[src/rtl/dram_rfsh_pkg.sv]
package dram_rfsh_pkg;
  typedef enum logic [1:0] {
    SQ_IDLE = 2'd0,
    SQ_RAS  = 2'd1,
    SQ_PRE  = 2'd2
  } rfsh_st_e;
endpackage

[src/rtl/rfsh_timer.sv]
// Free-running divider; tick is high for one clock every DIV clocks.
module rfsh_timer #(
  parameter int DIV = 64
) (
  input  logic clk,
  input  logic rst_n,
  output logic tick
);
  localparam int CW = (DIV > 2) ? $clog2(DIV) : 1;

  logic [CW-1:0] cnt_q, cnt_d;

  always_comb begin
    tick  = (cnt_q == CW'(DIV - 1));
    cnt_d = tick ? '0 : cnt_q + 1'b1;
  end

  always_ff @(posedge clk or negedge rst_n) begin
    if (!rst_n) cnt_q <= '0;
    else        cnt_q <= cnt_d;
  end

  // requests are isolated single-clock pulses
  a_r2_tick_isolated: assert property (@(posedge clk) disable iff (!rst_n)
    tick |=> !tick);
endmodule

[src/rtl/rfsh_row_ctr.sv]
// Refresh row counter: deliberately left out of reset, steps on each strobe rise.
module rfsh_row_ctr #(
  parameter int CNT_W = 8,
  parameter int AW    = 7
) (
  input  logic          clk,
  input  logic          rst_n,
  input  logic          adv,
  output logic [AW-1:0] row
);
  logic [CNT_W-1:0] row_q, row_d;

  always_comb begin
    row_d = row_q;
    if (adv) row_d = row_q + 1'b1;
  end

  always_ff @(posedge clk) begin
    row_q <= row_d;
  end

  assign row = row_q[AW-1:0];

  // one step per strobe rise
  a_r5_row_steps: assert property (@(posedge clk) disable iff (!rst_n)
    adv |=> row_q == $past(row_q) + 1'b1);
  // no movement between refreshes
  a_r5_row_holds: assert property (@(posedge clk) disable iff (!rst_n)
    !adv |=> $stable(row_q));
endmodule

[src/rtl/rfsh_seq.sv]
// Refresh sequencer: pending request, strobe low phase, precharge, mux select.
module rfsh_seq
  import dram_rfsh_pkg::*;
#(
  parameter int RAS_LOW = 4,
  parameter int PRECHG  = 4
) (
  input  logic clk,
  input  logic rst_n,
  input  logic tick,
  input  logic pwr_on,
  input  logic mem_busy,
  output logic ras_n,
  output logic mux_sel,
  output logic busy,
  output logic row_adv
);
  localparam int HALF = PRECHG / 2;
  localparam int MAXC = (RAS_LOW > PRECHG) ? RAS_LOW : PRECHG;
  localparam int SW   = (MAXC > 1) ? $clog2(MAXC + 1) : 1;

  rfsh_st_e       st_q, st_d;
  logic [SW-1:0]  sub_q, sub_d;
  logic           pend_q, pend_d;
  logic           mux_q, mux_d;
  logic           start;

  always_comb begin
    st_d    = st_q;
    sub_d   = sub_q;
    start   = (st_q == SQ_IDLE) &&
              (pwr_on || ((pend_q || tick) && !mem_busy));
    row_adv = (st_q == SQ_RAS) && (sub_q == SW'(RAS_LOW - 1));

    case (st_q)
      SQ_IDLE: begin
        if (start) begin
          st_d  = SQ_RAS;
          sub_d = '0;
        end
      end
      SQ_RAS: begin
        if (row_adv) begin
          st_d  = SQ_PRE;
          sub_d = '0;
        end else begin
          sub_d = sub_q + 1'b1;
        end
      end
      SQ_PRE: begin
        if (sub_q == SW'(PRECHG - 1)) begin
          st_d  = SQ_IDLE;
          sub_d = '0;
        end else begin
          sub_d = sub_q + 1'b1;
        end
      end
      default: begin
        st_d  = SQ_IDLE;
        sub_d = '0;
      end
    endcase

    pend_d = pend_q;
    if (start)     pend_d = 1'b0;
    else if (tick) pend_d = 1'b1;

    mux_d = mux_q;
    if (pwr_on || start)
      mux_d = 1'b1;
    else if (st_q == SQ_PRE && sub_q == SW'(HALF - 1))
      mux_d = 1'b0;
  end

  always_ff @(posedge clk or negedge rst_n) begin
    if (!rst_n) begin
      st_q   <= SQ_IDLE;
      sub_q  <= '0;
      pend_q <= 1'b0;
      mux_q  <= 1'b0;
    end else begin
      st_q   <= st_d;
      sub_q  <= sub_d;
      pend_q <= pend_d;
      mux_q  <= mux_d;
    end
  end

  assign ras_n   = (st_q != SQ_RAS);
  assign busy    = (st_q != SQ_IDLE);
  assign mux_sel = mux_q;

  // select already on refresh when the strobe falls
  a_r4_mux_at_fall: assert property (@(posedge clk) disable iff (!rst_n)
    $fell(ras_n) |-> mux_sel);
  // no strobe may start while the CPU holds the bus
  a_r8_defer_busy: assert property (@(posedge clk) disable iff (!rst_n)
    (ras_n && mem_busy && !pwr_on) |=> ras_n);
  // power-on forces the refresh select
  a_r9_pwr_forces_mux: assert property (@(posedge clk) disable iff (!rst_n)
    pwr_on |=> mux_sel);
  // busy covers the whole strobe low phase
  a_r10_busy_covers: assert property (@(posedge clk) disable iff (!rst_n)
    !ras_n |-> busy);
endmodule

[src/rtl/dram_addr_mux.sv]
module dram_addr_mux #(
  parameter int AW = 7
) (
  input  logic          sel_rfsh,
  input  logic          col_phase,
  input  logic [AW-1:0] rfsh_row,
  input  logic [AW-1:0] cpu_row,
  input  logic [AW-1:0] cpu_col,
  output logic [AW-1:0] addr
);
  always_comb begin
    if (sel_rfsh)       addr = rfsh_row;
    else if (col_phase) addr = cpu_col;
    else                addr = cpu_row;
  end
endmodule

[src/rtl/dram_refresh_ctrl.sv]
module dram_refresh_ctrl #(
  parameter int DIV_RATIO    = 64,
  parameter int RAS_LOW_CLKS = 4,
  parameter int PRECHG_CLKS  = 4,
  parameter int ROW_CNT_W    = 8,
  parameter int ADDR_W       = 7
) (
  input  logic              clk,
  input  logic              rst_n,
  input  logic              pwr_on,
  input  logic              mem_busy,
  input  logic [ADDR_W-1:0] cpu_row,
  input  logic [ADDR_W-1:0] cpu_col,
  input  logic              col_phase,
  output logic [ADDR_W-1:0] dram_addr,
  output logic              rfsh_ras_n,
  output logic              mux_rfsh,
  output logic              rfsh_busy
);
  logic              tick;
  logic              row_adv;
  logic [ADDR_W-1:0] rfsh_row;

  rfsh_timer #(.DIV(DIV_RATIO)) u_timer (
    .clk   (clk),
    .rst_n (rst_n),
    .tick  (tick)
  );

  rfsh_seq #(.RAS_LOW(RAS_LOW_CLKS), .PRECHG(PRECHG_CLKS)) u_seq (
    .clk      (clk),
    .rst_n    (rst_n),
    .tick     (tick),
    .pwr_on   (pwr_on),
    .mem_busy (mem_busy),
    .ras_n    (rfsh_ras_n),
    .mux_sel  (mux_rfsh),
    .busy     (rfsh_busy),
    .row_adv  (row_adv)
  );

  rfsh_row_ctr #(.CNT_W(ROW_CNT_W), .AW(ADDR_W)) u_row (
    .clk   (clk),
    .rst_n (rst_n),
    .adv   (row_adv),
    .row   (rfsh_row)
  );

  dram_addr_mux #(.AW(ADDR_W)) u_mux (
    .sel_rfsh  (mux_rfsh),
    .col_phase (col_phase),
    .rfsh_row  (rfsh_row),
    .cpu_row   (cpu_row),
    .cpu_col   (cpu_col),
    .addr      (dram_addr)
  );

  // the strobe rise is also the row step
  a_r3_rise_steps_row: assert property (@(posedge clk) disable iff (!rst_n)
    $rose(rfsh_ras_n) |-> $past(row_adv));
endmodule

[config.mk]
export PLATFORM = sky130hd
export DESIGN_NAME = dram_refresh_ctrl
export DESIGN_NICKNAME = d
export VERILOG_FILES = /design/src/rtl/dram_rfsh_pkg.sv /design/src/rtl/rfsh_timer.sv /design/src/rtl/rfsh_row_ctr.sv /design/src/rtl/rfsh_seq.sv /design/src/rtl/dram_addr_mux.sv /design/src/rtl/dram_refresh_ctrl.sv
export SDC_FILE = /design/constraint.sdc
export NUM_CORES = 1
export LEC_CHECK = 0
export BUFFER_PORTS_ARGS = -buffer_cell sky130_fd_sc_hd__buf_2
export CAP_MARGIN = 20
export CORE_MARGIN = 1.5
export CORE_UTILIZATION = 56
export DETAILED_ROUTE_END_ITERATION = 12
export PLACE_DENSITY = 0.89
export SYNTH_ARGS = -nofsm -noshare
export SYNTH_HDL_FRONTEND = slang
export SYNTH_HIERARCHICAL = 1
export SYNTH_SLANG_ARGS = --single-unit
[constraint.sdc]
create_clock -name clk -period 3.1 [get_ports clk]
set_input_delay 0.31 -clock clk [delete_from_list [all_inputs] [get_ports clk]]
set_output_delay 0.31 -clock clk [all_outputs]
set_load 0.005 [all_outputs]
==> reports/metrics.yaml <==
dr.pass1.iters: 4
crit_arrival_ns: 2.11
syn_area_mm2: 0.00119
stdcell_area_mm2: 0.00140
setup-violations-final: 0
crit_fanout: 6
start_util_pct: 59.8
ant_nets: 0
grt_max_degree: 17
grt_pass1_wl_um: 4220
worstMarginPinSlew_ns: 0.630
drt-vias-per-instance: 5.33
slew_violations: 0
cp-start-kind: "flop"
path_depth: 6
path_clk_slew_ns: 0.12
cap_violations: 0
ys_ff_latch: 20
syn2layout_area_growth_pct: 18.4
hold_path_depth: 3
max_freq_mhz: 525
cp_top_family: "simple AND/OR/NAND/NOR gates"
clk_latency_ns: 0.31
reg2regPathDepth: 6
grtUsageTotal_pct: 23.5
antenna_found_initial: 0
cts_resized: 0
die-area_mm2: 0.00240
cts_root_buffer: "clkbuf_4"
numPortBuffers: 28
hold_viol_final: 0
syn_area_per_cell_um2: 11.1
cts_setup_buffers: 0
grt_pass1_vias: 951
clock_path_buffers: 2
ys_types: 33
gp_congestion: 0.777
hold_buffers: 1
p_per_area_mw_per_mm2: 549
path_cells: "ha_1 -> nand3_1 -> nor2_1 -> o21ba_1 -> o22ai_2 -> mux2_4"
cts.sinks: 20
rrSetupSlack_ns: 1.19
dieWidth_um: 49.0
cts_made_buffers: 3
end_kind: "flop"
vias: 880
rsz0062_at_grt: "false"
ys_warn_count: 6
path_class: "reg2reg"
dr.first_iter.drc_count: 12
p_leak_nw: 0.699
grt-ovfl-total: 0
fin_crit_sh_pct: 61.5
worst-path-buf-inv: 0
hpwl_um: 1990
fillCellCount: 151
fin_crit_ns: 1.91
irDropWorstVdd_v: 0.000573
tns_ns: 0
critPathMaxStageDelay_ns: 0.41
num_rows: 16
syn_nets: 135
slew_headroom_pct: 57.9
hold_class: "in2reg"
nets: 167
h-tree-depth: 1
cts_tree: "done"
preCtsSetupSlack_ns: 1.24
placedInstanceArea_mm2: 0.00134
drc_errors: 0
routed_wl_um: 2530
n_antenna_cell: 0
ys_seq_area_share_pct: 45.1
worst_ep_required_time_ns: 3.31
die_h_um: 49.0
drive_gt1_share_pct: 31.2
fin_ws_ns: 1.19
coreArea_mm2: 0.00198
ios: 29
status: "finished, final reports clean"
cp_slowest_cell: "nor2_1"
finClkSkew_ns: 0.00516
wl_per_cell_um: 15.3
netlist_instances: 107
[power breakdown]
part / internal [mW] / switching (mW) / total (mW)
sequential: 0.294 / 0.0244 / 0.319
combinational: 0.119 / 0.118 / 0.237
clock: 0.131 / 0.0843 / 0.215
[per-stage QoR]
stage          hold slack (ns)  cells  util [%]  power [mW]
6_report                 0.239    165      70.8       0.771
5_1_grt                  0.272    165      70.8       0.802
4_1_cts                  0.236    165      70.8       0.770
3_5_place_dp             0.206    160      67.7       0.556
3_3_place_gp             0.204    160      67.7       0.535
2_1_floorplan           0.0144    107         -       0.484
[area by class of cell]
type	instances	area [um^2]	share of cell area [%]
clock buffer	3	22.5	1.60
multi-input combinational	79	609	43.4
inverter	6	22.5	1.60
timing repair buffer	29	150	10.7
tap	27	33.8	2.41
clock inverter	1	30.0	2.14
sequential	20	536	38.1
[path summary, 6_finish.rpt]
kind                             startpoint               end
setup / recovery           u_timer/cnt_q[0]     u_seq/st_q[0]
hold / removal                       pwr_on     u_seq/mux_sel
setup reg to reg           u_timer/cnt_q[0]     u_seq/st_q[0]
hold reg to reg            u_timer/cnt_q[0]  u_timer/cnt_q[0]
max in group asynchronous             rst_n    u_seq/sub_q[0]
min in group asynchronous             rst_n  u_timer/cnt_q[2]
[registers in the layout, indices dropped and copies added, names as in the netlist]
signal         cells
u_row/row_q        7
u_timer/cnt_q      6
u_seq/sub_q        3
u_seq/st_q         2
u_seq/mux_sel      1
u_seq/pend_q       1
[cells in the mapped netlist (all sizes together)]
master   n  area [um^2]
a21oi    4         23.8
a22oi    1         7.51
and2     1         6.26
and3     2         17.5
buf      2         18.8
dfrtp   13          325
edfxtp   7          210
ha       9          113
inv      6         22.5
mux2     3         45.0
mux2i    7         70.1
nand2    9         33.8
nand2b   3         33.8
nand3    5         35.0
nand3b   1         7.51
nor2     7         26.3
nor2b    1         6.26
nor3     1         5.00
o21ai   11         55.1
o21ba    1         10.0
o21bai   1         11.3
o22ai    2         18.8
or2b     1         7.51
or3      1         6.26
xnor2    4         35.0
xor2     4         35.0
[cell families after synthesis]
group | Yosys count | share of synthesized area [%]
flops | 20 | 45.1
xor+xnor | 8 | 5.91
buf+inv | 8 | 3.48
mux | 10 | 9.70
fa+ha+maj | 9 | 9.49
simple gates | 32 | 15.6
compound gates | 20 | 10.7
[cell usage in the layout, fill, tap and decap left out, types with 2 or more instances in the layout]
cell and count:
nand2b_4 2, nor2_1 7, a21oi_1 3, xor2_1 4
xnor2_1 4, edfxtp_1 7, nand3_2 2, mux2i_1 7
nand3_1 3, ha_1 9, dfrtp_1 13, o21ai_1 8
nand2_1 9, buf_2 28, clkbuf_4 3, o21ai_0 3
mux2_4 3, inv_1 6
[layer usage]
metal | global-route usage [%] | vias up | routed length (um)
li1 | - | 430 | -
met1 | 24.1 | 425 | 967
met2 | 48.2 | 20 | 1470
met3 | 1.84 | 5 | 49
met4 | 9.05 | 0 | 44
met5 | 0 | - | 0
[worst reg2reg max path, cell delays in order, from the launching register on]
cell and delay [ns]:
dfrtp_1 0.40, ha_1 0.19, nand3_1 0.12, nor2_1 0.41, o21ba_1 0.27, o22ai_2 0.12
mux2_4 0.30
No activity file was read; power rests on OpenSTA's default activity.
